`src/rtl/alu8_pkg.sv`:
```
package alu8_pkg;

   typedef enum logic [3:0] {
      OP_MOV = 4'd0,
      OP_ADD = 4'd1,
      OP_SUB = 4'd2,
      OP_AND = 4'd3,
      OP_OR  = 4'd4,
      OP_XOR = 4'd5,
      OP_COM = 4'd6,
      OP_RLC = 4'd7,
      OP_RRC = 4'd8,
      OP_CLR = 4'd9
   } op_e;

   typedef enum logic [1:0] {
      LG_AND = 2'd0,
      LG_OR  = 2'd1,
      LG_XOR = 2'd2,
      LG_NOT = 2'd3
   } logic_sel_e;

   localparam logic [1:0] SRC_FILE = 2'd0;
   localparam logic [1:0] SRC_LIT  = 2'd1;

   function automatic logic op_is_valid(input logic [3:0] code);
      return code <= 4'd9;
   endfunction

   function automatic logic op_is_logic(input logic [3:0] code);
      return (code >= 4'd3) && (code <= 4'd6);
   endfunction

endpackage

```
`src/rtl/alu8_adder.sv`:
```
module alu8_adder #(
   parameter int WIDTH  = 8,
   parameter int DIGIT  = 4,
   parameter bit RIPPLE = 1'b1
) (
   input  logic [WIDTH-1:0] a_i,
   input  logic [WIDTH-1:0] b_i,
   input  logic             ci_i,
   output logic [WIDTH-1:0] sum_o,
   output logic             co_o,
   output logic             dco_o
);
   localparam int HI = WIDTH - DIGIT;

   if (DIGIT < 1 || DIGIT >= WIDTH) begin : g_bad_digit
      $error("alu8_adder: DIGIT must lie in 1..WIDTH-1");
   end

   if (RIPPLE) begin : g_ripple
      logic [WIDTH:0] cy;
      assign cy[0] = ci_i;
      for (genvar gi = 0; gi < WIDTH; gi++) begin : g_bit
         assign sum_o[gi]  = a_i[gi] ^ b_i[gi] ^ cy[gi];
         assign cy[gi + 1] = (a_i[gi] & b_i[gi]) | (cy[gi] & (a_i[gi] ^ b_i[gi]));
      end
      assign co_o  = cy[WIDTH];
      assign dco_o = cy[DIGIT];
   end else begin : g_split
      logic [DIGIT:0] lo;
      logic [HI:0]    hi;
      assign lo    = {1'b0, a_i[DIGIT-1:0]} + {1'b0, b_i[DIGIT-1:0]}
                     + {{DIGIT{1'b0}}, ci_i};
      assign hi    = {1'b0, a_i[WIDTH-1:DIGIT]} + {1'b0, b_i[WIDTH-1:DIGIT]}
                     + {{HI{1'b0}}, lo[DIGIT]};
      assign sum_o = {hi[HI-1:0], lo[DIGIT-1:0]};
      assign co_o  = hi[HI];
      assign dco_o = lo[DIGIT];
   end

   logic [WIDTH:0] ref_full;
   logic [DIGIT:0] ref_low;
   always_comb begin
      ref_full = {1'b0, a_i} + {1'b0, b_i} + {{WIDTH{1'b0}}, ci_i};
      ref_low  = {1'b0, a_i[DIGIT-1:0]} + {1'b0, b_i[DIGIT-1:0]}
                 + {{DIGIT{1'b0}}, ci_i};

      add_sum_chk: assert ({co_o, sum_o} == ref_full)
         else $error("adder sum/carry disagrees with integer sum");

      digit_carry_chk: assert (dco_o == ref_low[DIGIT])
         else $error("adder digit carry disagrees with nibble sum");
   end

endmodule

```
`src/rtl/alu8_logic.sv`:
```
module alu8_logic
   import alu8_pkg::*;
#(
   parameter int WIDTH = 8
) (
   input  logic_sel_e       sel_i,
   input  logic [WIDTH-1:0] a_i,
   input  logic [WIDTH-1:0] b_i,
   output logic [WIDTH-1:0] res_o
);
   if (WIDTH < 2) begin : g_bad_width
      $error("alu8_logic: WIDTH must be at least 2");
   end

   always_comb begin
      unique case (sel_i)
         LG_AND:  res_o = a_i & b_i;
         LG_OR:   res_o = a_i | b_i;
         LG_XOR:  res_o = a_i ^ b_i;
         default: res_o = ~a_i;
      endcase
   end

endmodule

```
`src/rtl/alu8_rotate.sv`:
```
module alu8_rotate #(
   parameter int WIDTH = 8
) (
   input  logic             right_i,
   input  logic [WIDTH-1:0] d_i,
   input  logic             cin_i,
   output logic [WIDTH-1:0] res_o,
   output logic             cout_o
);
   localparam int MSB = WIDTH - 1;

   if (WIDTH < 2) begin : g_bad_width
      $error("alu8_rotate: WIDTH must be at least 2");
   end

   always_comb begin
      if (right_i) begin
         res_o  = {cin_i, d_i[MSB:1]};
         cout_o = d_i[0];
      end else begin
         res_o  = {d_i[MSB-1:0], cin_i};
         cout_o = d_i[MSB];
      end
   end

   always_comb begin

      rotate_bits_chk: assert ($countones({cin_i, d_i}) == $countones({cout_o, res_o}))
         else $error("rotate through carry lost or created a bit");
   end

endmodule

```
`src/rtl/alu8_wreg_core.sv`:
```
module alu8_wreg_core
   import alu8_pkg::*;
#(
   parameter int WIDTH  = 8,
   parameter int DIGIT  = 4,
   parameter bit RIPPLE = 1'b1
) (
   input  logic             clk,
   input  logic             rst_n,
   input  logic [3:0]       op_i,
   input  logic [1:0]       src_i,
   input  logic [WIDTH-1:0] file_i,
   input  logic [WIDTH-1:0] lit_i,
   input  logic             dest_i,
   output logic [WIDTH-1:0] result_o,
   output logic             file_we_o,
   output logic [WIDTH-1:0] w_o,
   output logic             c_o,
   output logic             dc_o,
   output logic             z_o
);
   if (WIDTH < 2 || DIGIT < 1 || DIGIT >= WIDTH) begin : g_bad_cfg
      $error("alu8_wreg_core: need WIDTH >= 2 and 1 <= DIGIT < WIDTH");
   end

   logic [WIDTH-1:0] w_q;
   logic             c_q, dc_q, z_q;
   logic [WIDTH-1:0] opnd;
   op_e              op;
   logic             valid;

   assign op    = op_e'(op_i);
   assign valid = op_is_valid(op_i);

   always_comb begin
      case (src_i)
         SRC_FILE: opnd = file_i;
         SRC_LIT:  opnd = lit_i;
         default:  opnd = w_q;
      endcase
   end

   // arithmetic: subtraction adds the two's complement of W
   logic             is_sub;
   logic [WIDTH-1:0] add_b, add_sum;
   logic             add_co, add_dco;
   assign is_sub = (op == OP_SUB);
   assign add_b  = is_sub ? ~w_q : w_q;

   alu8_adder #(.WIDTH(WIDTH), .DIGIT(DIGIT), .RIPPLE(RIPPLE)) u_add (
      .a_i(opnd), .b_i(add_b), .ci_i(is_sub),
      .sum_o(add_sum), .co_o(add_co), .dco_o(add_dco)
   );

   logic_sel_e       lsel;
   logic [WIDTH-1:0] lg_res;
   always_comb begin
      case (op)
         OP_AND:  lsel = LG_AND;
         OP_OR:   lsel = LG_OR;
         OP_XOR:  lsel = LG_XOR;
         default: lsel = LG_NOT;
      endcase
   end

   alu8_logic #(.WIDTH(WIDTH)) u_logic (
      .sel_i(lsel), .a_i(opnd), .b_i(w_q), .res_o(lg_res)
   );

   logic [WIDTH-1:0] rot_res;
   logic             rot_c;
   alu8_rotate #(.WIDTH(WIDTH)) u_rot (
      .right_i(op == OP_RRC), .d_i(opnd), .cin_i(c_q),
      .res_o(rot_res), .cout_o(rot_c)
   );

   logic upd_c, upd_dc, upd_z;
   logic nxt_c, nxt_dc;
   always_comb begin
      result_o = '0;
      upd_c    = 1'b0;
      upd_dc   = 1'b0;
      upd_z    = 1'b0;
      nxt_c    = add_co;
      nxt_dc   = add_dco;
      case (op)
         OP_MOV: begin result_o = opnd; upd_z = 1'b1; end
         OP_ADD, OP_SUB: begin
            result_o = add_sum; upd_c = 1'b1; upd_dc = 1'b1; upd_z = 1'b1;
         end
         OP_AND, OP_OR, OP_XOR, OP_COM: begin result_o = lg_res; upd_z = 1'b1; end
         OP_RLC, OP_RRC: begin result_o = rot_res; upd_c = 1'b1; nxt_c = rot_c; end
         OP_CLR: begin result_o = '0; upd_z = 1'b1; end
         default: result_o = '0;
      endcase
   end

   assign file_we_o = valid & dest_i;

   always_ff @(posedge clk or negedge rst_n) begin
      if (!rst_n) begin
         w_q  <= '0;
         c_q  <= 1'b0;
         dc_q <= 1'b0;
         z_q  <= 1'b0;
      end else begin
         if (valid && !dest_i) w_q <= result_o;
         if (upd_c)  c_q  <= nxt_c;
         if (upd_dc) dc_q <= nxt_dc;
         if (upd_z)  z_q  <= (result_o == '0);
      end
   end

   assign w_o  = w_q;
   assign c_o  = c_q;
   assign dc_o = dc_q;
   assign z_o  = z_q;


   logic_keeps_carry_chk: assert property (@(posedge clk) disable iff (!rst_n)
      op_is_logic(op_i) |=> ($stable(c_o) && $stable(dc_o)));


   nop_hold_chk: assert property (@(posedge clk) disable iff (!rst_n)
      !op_is_valid(op_i) |=> ($stable(w_o) && $stable({c_o, dc_o, z_o})));


   dest_file_keeps_w_chk: assert property (@(posedge clk) disable iff (!rst_n)
      dest_i |=> $stable(w_o));


   rotate_carry_chk: assert property (@(posedge clk) disable iff (!rst_n)
      (op_i == 4'd7) |=> (c_o == $past(opnd[WIDTH-1])));


   sub_equal_chk: assert property (@(posedge clk) disable iff (!rst_n)
      (op_i == 4'd2 && opnd == w_o) |=> (z_o && c_o && dc_o));

endmodule

```
`config.mk`:
```
export PLATFORM = sky130hd
export DESIGN_NAME = alu8_wreg_core
export DESIGN_NICKNAME = d
export VERILOG_FILES = /design/src/rtl/alu8_pkg.sv /design/src/rtl/alu8_adder.sv /design/src/rtl/alu8_logic.sv /design/src/rtl/alu8_rotate.sv /design/src/rtl/alu8_wreg_core.sv
export SDC_FILE = /design/constraint.sdc
export NUM_CORES = 1
export LEC_CHECK = 0
export ABC_CLOCK_PERIOD_IN_PS = 6100
export BUFFER_PORTS_ARGS = -buffer_cell sky130_fd_sc_hd__buf_4
export CAP_MARGIN = 20
export CORE_MARGIN = 1
export CORE_UTILIZATION = 40
export CTS_BUF_LIST = sky130_fd_sc_hd__clkbuf_8
export DETAILED_ROUTE_END_ITERATION = 16
export SYNTH_ARGS = -nofsm -noshare
export SYNTH_HDL_FRONTEND = slang
export SYNTH_SLANG_ARGS = --single-unit
```
`constraint.sdc`:
```
create_clock -name clk -period 6.1 [get_ports clk]
set_input_delay 0.61 -clock clk [delete_from_list [all_inputs] [get_ports clk]]
set_output_delay 0.61 -clock clk [all_outputs]
set_load 0.02 [all_outputs]
```
==> results of run 1 <==
## layout make-up
class | count | area, um2
fill | 424 | 2160
multi-input combinational | 163 | 1360
timing repair buffer | 46 | 343
sequential | 11 | 275
inverter | 27 | 101
tap | 52 | 65.1
clock buffer | 3 | 41.3
clock inverter | 1 | 3.75
## worst paths after layout
path,to,slack (ns),cells after the start
min,w_o[2],0.20,1
max,result_o[7],0.73,19
min in group clk,dc_o,0.53,1
max reg2reg,z_o,1.58,16
min reg2reg,dc_o,0.53,1
max in group asynchronous,c_o,5.75,1
## metal layers
metal  routed length (um)  up-vias  part of all wire (%)  global-route usage (%)
met5                    0        -                     0                       0
met3                  296        6                   6.1                    1.90
met4                   53        0                   1.1                    6.35
met2                 2120       64                    44                    30.7
met1                 2340      792                    49                    30.7
li1                     -      845                     -                       -
## logic make-up (layout without fill, tap and decap cells)
logic type / count (synthesis) / count (layout) / share of synthesized area [%]
AO/OA/AOI/OAI: 66 / 66 / 26.4
buffers and inverters: 40 / 77 / 9.38
flip-flops: 11 / 11 / 15.3
AND/OR/NAND/NOR: 51 / 51 / 15.8
adder cells (fa/ha/maj): 24 / 24 / 19.5
XOR/XNOR: 8 / 8 / 3.89
multiplexers: 14 / 14 / 9.80
## worst max-delay path, cell delays in order
cell	delay (ns)
buf_4	0.16
mux2i_1	0.25
nand2_1	0.11
o21ai_2	0.11
o21ai_0	0.13
fa_1	0.39
fa_1	0.39
fa_1	0.42
fa_1	0.39
fa_1	0.36
inv_1	0.07
fa_1	0.15
inv_1	0.05
fa_1	0.43
nand3b_1	0.09
a21oi_1	0.07
a211oi_1	0.33
inv_1	0.08
buf_4	0.17
## sequential cells by signal, indices dropped and copies added (netlist names)
signal / cells
z_o: 1
c_o: 1
dc_o: 1
w_o: 8
## per-stage QoR
stage               power, mW  util (%)
floorplan               0.317         -
global placement        0.421      49.2
detailed placement      0.420      49.2
CTS                     0.495      50.2
global route            0.534      50.3
finish                  0.492      50.3
## cell usage in the layout (no fill, tap or decap), drive strengths merged, types with 6 or more instances in the layout
master  instances
a211oi          6
o21ai          10
nand2b          9
buf            45
dfrtp          11
a21oi          11
ha             16
mux2            7
nand2          13
mux2i           7
xnor2           7
o22ai          12
a22oi           8
fa              7
inv            28
nor2           10
## power by group through the flow
stage	registers [mW]	logic, mW	clock network (mW)
floorplan	0.131	0.186	0
global placement	0.118	0.303	0
detailed placement	0.117	0.303	0
CTS	0.116	0.305	0.0743
global route	0.120	0.339	0.0754
finish	0.116	0.305	0.0713
==> summary.txt, run 1 <==
Run status
  • Run status: completed

Flow run
  • Maxcap violations: 0

Clock tree
  • Post-CTS Setup Bufs: 0
  • Cts hold-fix bufs: 0
  • H-tree depth: 1
  • CTS tree: done
  • Clock transition at the registers of the reported paths: approximately 0.050 ns
  • CTS sink cnt: 11
  • CTS buffer count: 3
  • Clock network latency to the later pin of the worst-skew pair: approximately 0.23 ns
  • CTS Root Cell: clkbuf_8
  • Post-CTS sizing: 0
  • Clk buf depth: 2

Timing
  • Final critical-path required period: 5.37 ns
  • Final Max Slew Viols: 0
  • Final Hold Fails: 0
  • Slew margin rel.: ~38%
  • Final hold slack: roughly 0.2 ns
  • Final setup margin: between 0.7 and 0.8 ns
  • Final Setup Violations: 0
  • Final worst clock skew: between 0.001 and 0.0015 ns
  • RSZ-0062 raised after global routing: no
  • Final cycle utilization of the critical path: roughly 90%
  • Fmax: 186 MHz
  • Least-Margin Pin Slew: between 0.9 and 1 ns
  • Total negative slack: 0 ns

Synth
  • Synth cell count leaders: 22 x inv_1, 16 x ha_1, 13 x nand2_1
  • Yosys warning count: 0
  • Post-synth ARST share: 100%
  • Netlist cell types: 52
  • Ranking of synthesized cells by area: dfrtp_1 15%, ha_1 11%, fa_1 7.8%, inv_1 4.6%, o22ai_1 4.2%
  • Synth Flop Type: dfrtp_1
  • Post-synthesis instance area: 0.00180 mm2
  • Sequential area share after synthesis: between 15 and 20%
  • Mapped Nets: ~260
  • Register bit total from synthesis: 11
  • Cell accounting for the most synthesized area: dfrtp_1
  • Count leader, synth: inv_1
  • EDFF count, synth: 0
  • Synth top area share: roughly 15%
  • Cell count after synthesis: between 200 and 250
  • Mapped Avg Cell Area: ~8.4 um2

Critical path
  • Crit end category: output pin
  • Startpoint Class: input port
  • CP arrival: 4.76 ns
  • Crit path max fanout: 8
  • Critical setup path kind: in -> out
  • R2R Path Start: w_o[0]
  • Critical Path RT: about 5.5 ns
  • Critical path origin: src_i[0]

Placed design
  • Cell Count Post-Placement: around 300
  • # port buffers: 44
  • GP Congestion: 0.948
  • Detailed placer's ending HPWL: 3780 um
  • Pre-CTS setup slack: 0.739 ns
  • Dpl cell area: 0.00214 mm2

Pwr
  • Int Power: approximately 270 uW
  • Switching Share: between 40 and 50%
  • Lkg Pwr: a little over 1 nW
  • Power density over the cells: 225 mW/mm2
  • Combinational share of power: 61.9%
  • Seq pwr share: about a quarter
  • Peak VDD IR: about 0.18 mV
  • Clock share of power: 14.5%
  • P_sw: ~230 uW

Final layout
  • Layout cell share with drive strength beyond 1: between 20% and 30%
  • Final #Nets: 300
  • Diode count: 0
  • P&R area growth vs syn: 21.8%
  • Final Non-Filler Cells: 303
  • Final instance area: between 0.002 and 0.0025 mm2

Drt
  • WL/cell: 15.9 um
  • Iter 0 DRT Violations: approximately 160
  • Residual DRC: 0
  • Final WL: ~4800 um
  • ANT nets after route: 0
  • Vias per cell: ~5.6
  • Via count: roughly 1700
  • First-pass DRT Iterations: 4

Global routing
  • Pin count of the biggest net entering global routing: 23
  • Number of global-route vias before repair: about 1600
  • Global-route wire length before repair: 8050 um
  • Remaining Overflow, GRT: 0
  • Initial antenna violation count: 0
  • GRT Overall Usage: between 20% and 30%

Floorplanning
  • Row count: 24
  • Die width: 69.1 um
  • Die area: around 0.0048 mm2
  • Core ar.: approximately 0.0044 mm2
  • I/O pins: 45
  • Initial Utilization: between 40% and 50%
  • Chip height: just under 70 um

Worst hold path
  • HP Class: in -> async
Power figures use the tool's default switching activity.
==> inputs of run 2 (changes only) <==
--- a/config.mk
+++ b/config.mk
@@ -5,7 +5,7 @@
 export SDC_FILE = /design/constraint.sdc
 export NUM_CORES = 1
 export LEC_CHECK = 0
-export ABC_CLOCK_PERIOD_IN_PS = 6100
+export ABC_CLOCK_PERIOD_IN_PS = 6200
 export BUFFER_PORTS_ARGS = -buffer_cell sky130_fd_sc_hd__buf_4
 export CAP_MARGIN = 20
 export CORE_MARGIN = 1
==> constraint.sdc (replaced) <==
create_clock -name clk -period 6.2 [get_ports clk]
set_input_delay 0.62 -clock clk [delete_from_list [all_inputs] [get_ports clk]]
set_output_delay 0.62 -clock clk [all_outputs]
set_load 0.02 [all_outputs]
==> run 2 against run 1 <==
Critical path depth is the same. Final area shrank 0.23%. Total power down 1.0%. Clock power fell by 2%. Worst setup slack improved by 0.022 ns. Sequential cell count is the same. Hold slack gained 0.0064 ns. Highest routed layer unchanged. Core utilization is 0.11 points lower.
==> summary.txt, run 2 (synthesized netlist as in run 1, its figures left out) <==
Run status
  • Run status: completed

Critical path
  • Crit path max fanout: 8 (unchanged)
  • Critical Path RT: 5.58 ns (+0.09 ns)
  • Worst r2r path cells: 16 (unchanged)
  • CP arrival: 4.83 ns (+0.07 ns)
  • R2r setup slk: 1.65 ns (+0.07 ns)
  • R2R Path Start: w_o[0]
  • Startpoint Class: input port
  • Crit end category: output pin
  • Critical setup path kind: in -> out
  • RR Endpoint: z_o

Final layout
  • P&R area growth vs syn: 21.5%
  • Diode count: 0 (unchanged)
  • Final core occ: 50.2% (-0.11 points)
  • Layout cell share with drive strength beyond 1: 26.8% (-0.29 points)
  • Final instance area: 0.00219 mm2 (-0.23%)
  • Commonest cells after routing, fill and taps aside: 45 x buf_4, 23 x inv_1, 16 x ha_1
  • Max reg flops: 8 (unchanged)
  • Most common cell after layout, fill and taps aside: buf_4
  • Final #Nets: 299 (-0.33%)

Global routing
  • Initial antenna violation count: 0 (unchanged)
  • GRT Overall Usage: 21.2% (+0.76 points)
  • Pin count of the biggest net entering global routing: 23 (unchanged)
  • Global-route wire length before repair: 8140 um (+1.1%)
  • Number of global-route vias before repair: 1549 (-3.8%)
  • Remaining Overflow, GRT: 0 (unchanged)

Timing
  • RSZ-0062 raised after global routing: no
  • Final critical-path required period: about 5.4 ns
  • Least-Margin Pin Slew: 1.09 ns (+0.159 ns)
  • Final hold slack: 0.209 ns (+0.00641 ns)
  • Fmax: 184 MHz
  • Slew margin rel.: 26.1% (-11 points)
  • Final Setup Violations: 0 (unchanged)
  • Final Hold Fails: 0 (unchanged)
  • Final Max Slew Viols: 0 (unchanged)
  • Final cycle utilization of the critical path: approximately 90%
  • Total negative slack: 0 ns (unchanged)
  • Final worst clock skew: 0.00195 ns (+0.000881 ns)

Clock tree
  • CTS tree: done
  • Clock transition at the registers of the reported paths: 0.05 ns (about the same)
  • Clock network latency to the later pin of the worst-skew pair: 0.24 ns (about the same)
  • H-tree depth: 1 (unchanged)
  • CTS Root Cell: clkbuf_8
  • Cts hold-fix bufs: 0 (unchanged)
  • Clk buf depth: 2 (unchanged)
  • CTS buffer count: 3 (unchanged)
  • Post-CTS sizing: 0 (unchanged)
  • CTS sink cnt: 11 (unchanged)
  • Post-CTS Setup Bufs: 0 (unchanged)

Drt
  • First-pass DRT Iterations: 4 (unchanged)
  • WL/cell: 16.7 um (+4.9%)
  • Vias per cell: 5.69 (+0.98%)
  • Via count: 1718 (+0.64%)
  • ANT nets after route: 0 (unchanged)
  • Final WL: 5040 um (+4.5%)
  • Iter 0 DRT Violations: 126 (-19%)
  • Residual DRC: 0 (unchanged)

Pwr
  • Peak VDD IR: 0.171 mV (-5.1%)
  • Lkg Pwr: 1.02 nW (-0.45%)
  • Combinational share of power: 62.0% (about the same)
  • Seq pwr share: 23.7% (about the same)
  • Power density over the cells: 223 mW/mm2 (-0.81%)
  • Switching Share: 46.0% (+0.27 points)
  • Clock share of power: 14.3% (-0.2 points)
  • P_sw: 224 uW (-0.45%)
  • Int Power: 263 uW (-1.5%)

Floorplanning
  • Initial Utilization: 41.4% (unchanged)
  • Core ar.: 0.00435 mm2 (unchanged)
  • Die area: 0.00477 mm2 (unchanged)
  • Die width: 69.1 um (unchanged)
  • I/O pins: 45 (unchanged)
  • Row count: 24 (unchanged)
  • Chip height: 69.1 um (unchanged)

Flow run
  • Maxcap violations: 0 (unchanged)

Placed design
  • GP Congestion: 0.896 (-5.5%)
  • # port buffers: 44 (unchanged)
  • Dpl cell area: 0.00214 mm2 (unchanged)
  • Detailed placer's ending HPWL: 3860 um (+2.0%)

Worst hold path
  • HP Class: in -> async
run 2: cell count changes in the layout (fill, tap and decap cells not counted):
cell,previous run,this run
clkbuf_2,1,0
run 2: worst max path at each step:
stage	start	end	slack [ns]	depth (start not counted)
final	src_i[0]	result_o[7]	0.75	19
after floorplan	op_i[3]	result_o[7]	0.67	18
after detailed placement	src_i[0]	result_o[7]	0.76	19
after CTS	src_i[0]	result_o[7]	0.74	19
after global routing	src_i[0]	result_o[7]	0.49	19
after global placement	src_i[0]	result_o[7]	0.92	19
run 2: through the flow:
stage | power, mW | setup slack, ns | cells
2_1_floorplan | 0.312 | 0.666 | 214
3_3_place_gp | 0.416 | 0.921 | 298
3_5_place_dp | 0.416 | 0.760 | 298
4_1_cts | 0.490 | 0.744 | 302
5_1_grt | 0.527 | 0.489 | 302
6_report | 0.487 | 0.755 | 302
run 2: cell type report:
cell class / count / area [um2]
fillers: 437 / 2170
multi-input cells: 163 / 1360
repair buffers: 45 / 338
flip-flops and latches: 11 / 275
inverters: 27 / 101
well taps: 52 / 65.1
clock buffers: 3 / 41.3
clock inverters: 1 / 3.75
run 2: worst max-delay path: stages:
cell      delay [ns]
buf_4           0.16
mux2i_1         0.28
nand2_1         0.12
o21ai_2         0.11
o21ai_0         0.14
fa_1            0.39
fa_1            0.39
fa_1            0.42
fa_1            0.40
fa_1            0.36
inv_1           0.07
fa_1            0.15
inv_1           0.05
fa_1            0.42
nand3b_1        0.09
a21oi_1         0.07
a211oi_1        0.34
inv_1           0.08
buf_4           0.17
run 2: power groups by stage:
| stage | logic, mW | registers [mW] | clock network [mW] |
|---|---|---|---|
| floorplan | 0.183 | 0.129 | 0 |
| global placement | 0.300 | 0.116 | 0 |
| detailed placement | 0.301 | 0.116 | 0 |
| CTS | 0.303 | 0.114 | 0.0731 |
| global route | 0.334 | 0.118 | 0.0746 |
| finish | 0.302 | 0.115 | 0.0697 |
run 2: metal layers:
layer	GRT usage, %	vias up	part of all wire (%)
li1	-	847	-
met1	33.9	798	51
met2	29.8	67	43
met3	1.32	6	4.9
met4	6.58	0	1.2
met5	0	-	0
==> inputs of run 3 (changes only) <==
--- a/config.mk
+++ b/config.mk
@@ -5,6 +5,7 @@
 export SDC_FILE = /design/constraint.sdc
 export NUM_CORES = 1
 export LEC_CHECK = 0
+export ABC_AREA = 1
 export ABC_CLOCK_PERIOD_IN_PS = 6200
 export BUFFER_PORTS_ARGS = -buffer_cell sky130_fd_sc_hd__buf_4
 export CAP_MARGIN = 20
@@ -12,6 +13,8 @@
 export CORE_UTILIZATION = 40
 export CTS_BUF_LIST = sky130_fd_sc_hd__clkbuf_8
 export DETAILED_ROUTE_END_ITERATION = 16
+export PLACE_DENSITY = 0.63
 export SYNTH_ARGS = -nofsm -noshare
 export SYNTH_HDL_FRONTEND = slang
 export SYNTH_SLANG_ARGS = --single-unit
+export TNS_END_PERCENT = 30
==> run 3 against run 2 <==
Worst setup slack gained 0.25 ns. Maximum frequency grew 4.7%. Core utilization grew 2.1 points. Hold slack gained 0.0055 ns. Routed wire length grew 18%. Synthesized cell count grew 48%.
==> summary.txt, run 3 <==
Synth
  • Synth Flop Type: dfrtp_1
  • Mapped Nets: 365 (+39%)
  • Synth cell count leaders: 112 x nand2_1, 45 x inv_1, 32 x nor2_1
  • Cell count after synthesis: 317 (+48%)
  • Post-synthesis instance area: 0.00193 mm2 (+7.2%)
  • Count leader, synth: nand2_1
  • Ranking of synthesized cells by area: nand2_1 22%, dfrtp_1 14%, ha_1 10%, inv_1 8.7%, fa_1 7.3%
  • Post-Synth Adder-Cell Area: 17.6% (-1.8 points)
  • Yosys warning count: 0 (unchanged)
  • Xor/xnor share of the synthesized area: 3.18% (-0.72 points)
  • Synth top area share: 21.8% (+6.5 points)
  • Sequential area share after synthesis: 14.3% (-1.0 points)
  • Cell accounting for the most synthesized area: nand2_1
  • Compound-Gate Fraction of Synth Area: 7.32% (-19 points)
  • Synth Area in Simple Gates: 45.8% (+30 points)
  • Register bit total from synthesis: 11 (unchanged)
  • Post-synth ARST share: 100% (unchanged)
  • Mapped Avg Cell Area: 6.09 um2 (-28%)
  • EDFF count, synth: 0 (unchanged)
  • Main combinational cell family by area after synthesis: simple AND/OR/NAND/NOR gates
  • Netlist cell types: 25 (-52%)
  • Mux cell area share after synthesis: 0% (-9.8 points)

Clock tree
  • Post-CTS Setup Bufs: 0 (unchanged)
  • CTS sink cnt: 11 (unchanged)
  • CTS Root Cell: clkbuf_8
  • H-tree depth: 1 (unchanged)
  • Post-CTS sizing: 0 (unchanged)
  • Clk buf depth: 2 (unchanged)
  • Clock network latency to the later pin of the worst-skew pair: 0.25 ns (about the same)
  • Clock transition at the registers of the reported paths: 0.06 ns (about the same)
  • CTS buffer count: 3 (unchanged)
  • Cts hold-fix bufs: 0 (unchanged)
  • CTS tree: done

Timing
  • Slew margin rel.: 51.0% (+25 points)
  • Least-Margin Pin Slew: 0.732 ns (-0.361 ns)
  • Final setup margin: 1.00 ns (+0.246 ns)
  • Fmax: 192 MHz (+4.7%)
  • Final cycle utilization of the critical path: 83.9% (-4.0 points)
  • Final critical-path required period: 5.20 ns (-0.246 ns)
  • Final Setup Violations: 0 (unchanged)
  • Total negative slack: 0 ns (unchanged)
  • RSZ-0062 raised after global routing: no
  • Final Max Slew Viols: 0 (unchanged)
  • Final worst clock skew: 0.00694 ns (+0.00500 ns)
  • Final Hold Fails: 0 (unchanged)

Drt
  • Vias per cell: 5.16 (-9.3%)
  • WL/cell: 14.3 um (-14%)
  • ANT nets after route: 0 (unchanged)
  • Residual DRC: 0 (unchanged)
  • First-pass DRT Iterations: 4 (unchanged)
  • Final WL: 5960 um (+18%)
  • Iter 0 DRT Violations: 155 (+23%)
  • Via count: 2146 (+25%)

Final layout
  • Final #Nets: 413 (+38%)
  • Most common cell after layout, fill and taps aside: nand2_1
  • Multi-input gate area: 0.00143 mm2 (+4.7%)
  • Max reg flops: 8 (unchanged)
  • Commonest cells after routing, fill and taps aside: 112 x nand2_1, 46 x inv_1, 45 x buf_4
  • Diode count: 0 (unchanged)
  • Register area: 275 um2 (unchanged)
  • P&R area growth vs syn: 22.0%
  • Fillers: 483 (+11%)
  • Layout cell share with drive strength beyond 1: 22.3% (-4.5 points)
  • Final instance area: 0.00236 mm2 (+7.7%)
  • Final core occ: 52.3% (+2.1 points)

Floorplanning
  • Die area: 0.00511 mm2 (+7.0%)
  • Core ar.: 0.00450 mm2 (+3.4%)
  • Row count: 24 (unchanged)
  • I/O pins: 45 (unchanged)
  • Die width: 71.5 um (+3.5%)
  • Chip height: 71.5 um (+3.5%)
  • Initial Utilization: 42.9% (+1.5 points)

Critical path
  • Worst r2r path cells: 20 (+4)
  • Buf/Inv on CP: 5 (unchanged)
  • Critical path depth: 19 (unchanged)
  • Crit path max fanout: 8 (unchanged)
  • Critical path endpoint: result_o[7]
  • Startpoint Class: input port
  • Worst path most repeated cell: fa_1
  • Crit-path max cell delay: 0.42 ns (about the same)
  • Critical Path RT: 5.58 ns (about the same)
  • RR Endpoint: z_o
  • Critical path origin: op_i[3]
  • R2R Path Start: w_o[0]
  • Largest delay share family, worst path: adder cells
  • Critical setup path kind: in -> out
  • CP arrival: 4.58 ns (-0.25 ns)
  • Cell Chain, Critical Path: buf_4, nor2_4, nand3_1, buf_4, xor2_1, fa_1, fa_1, fa_1, fa_1, fa_1, inv_1, fa_1, inv_1, fa_1, nand2_1, nand2_1, nor2_1, nand2_1, buf_4
  • Crit-path slowest cell: fa_1
  • R2r setup slk: 1.99 ns (+0.34 ns)
  • Crit end category: output pin

Placed design
  • Dpl cell area: 0.00231 mm2 (+7.9%)
  • GP Congestion: 0.874 (-2.4%)
  • Detailed placer's ending HPWL: 4520 um (+17%)
  • # port buffers: 44 (unchanged)
  • Pre-CTS setup slack: 1.04 ns (+0.280 ns)

Global routing
  • Initial antenna violation count: 0 (unchanged)
  • Pin count of the biggest net entering global routing: 14 (-39%)
  • Number of global-route vias before repair: 2024 (+31%)
  • Remaining Overflow, GRT: 0 (unchanged)
  • Global-route wire length before repair: 9780 um (+20%)
  • GRT Overall Usage: 24.9% (+3.7 points)

Pwr
  • Lkg Pwr: 1.30 nW (+27%)
  • Power density over the cells: 237 mW/mm2 (+6.4%)
  • Peak VDD IR: 0.115 mV (-33%)

Worst hold path
  • HP Class: in -> async

Flow run
  • Maxcap violations: 0 (unchanged)

Run status
  • Run status: completed
==> run 3: cell types whose count changed in the layout (fill, tap and decap cells not counted), moves of 9 or more <==
cell,change
o22ai_1,-12
inv_1,+23
nand3_1,+11
nand4_1,+10
o21ai_0,+9
nand2_1,+99
nor2_1,+22
nand2b_1,-9
==> run 3: worst min-delay path by stage <==
stage | start | to | slack, ns
finish | rst_n | z_o | 0.21
global route | rst_n | z_o | 0.22
CTS | rst_n | z_o | 0.21
detailed placement | dc_o | dc_o | 0.47
global placement | dc_o | dc_o | 0.47
floorplan | rst_n | c_o | 0.32
==> run 3: routing by layer <==
| metal | up-vias | track usage [%] | part of all wire (%) | wire length [um] |
|---|---|---|---|---|
| li1 | 1080 | - | - | - |
| met1 | 961 | 33.5 | 43 | 2570 |
| met2 | 89 | 40.3 | 46 | 2760 |
| met3 | 16 | 3.94 | 7.6 | 452 |
| met4 | 0 | 9.80 | 3.0 | 177 |
| met5 | - | 0 | 0 | 0 |
==> run 3: where the power goes <==
group          internal [mW]  total [mW]  switching, mW
clock                 0.0439      0.0781         0.0343
sequential            0.0935       0.115         0.0215
combinational          0.139       0.365          0.226
total                  0.276       0.558          0.282
==> run 3: area by class of cell <==
type | count | area share (%)
clock buffers | 3 | 1.75
clock inverters | 1 | 0.159
inverters | 55 | 8.76
multi-input cells | 249 | 60.5
flip-flops and latches | 11 | 11.7
well taps | 52 | 2.76
repair buffers | 45 | 14.3
==> run 3: worst register-to-register path, cell delays in order (launching register included) <==
cell      delay (ns)
dfrtp_1         0.45
nand2_1         0.10
nand3_2         0.14
nand2_1         0.08
o21ai_0         0.10
fa_1            0.39
fa_1            0.39
fa_1            0.42
fa_1            0.39
fa_1            0.37
inv_1           0.09
fa_1            0.17
inv_1           0.05
fa_1            0.42
nand2_1         0.08
nand2_1         0.05
nor2_1          0.12
nand3_1         0.09
nor2_1          0.09
nand2_1         0.06
o21bai_2        0.10
==> run 3: kinds of logic after synthesis <==
logic type	after synthesis
AOI/OAI and AO/OA	25
xor gates and xnor gates	7
adders and majority gates	23
buffers and inverters	57
DFF	11
and+or+nand+nor	194
==> run 3: stage by stage <==
step | cells | hold slack, ns | power (mW)
3_3_place_gp | 412 | 0.469 | 0.478
2_1_floorplan | 317 | 0.324 | 0.352
6_report | 416 | 0.214 | 0.558
5_1_grt | 416 | 0.217 | 0.615
3_5_place_dp | 412 | 0.470 | 0.478
4_1_cts | 416 | 0.214 | 0.560
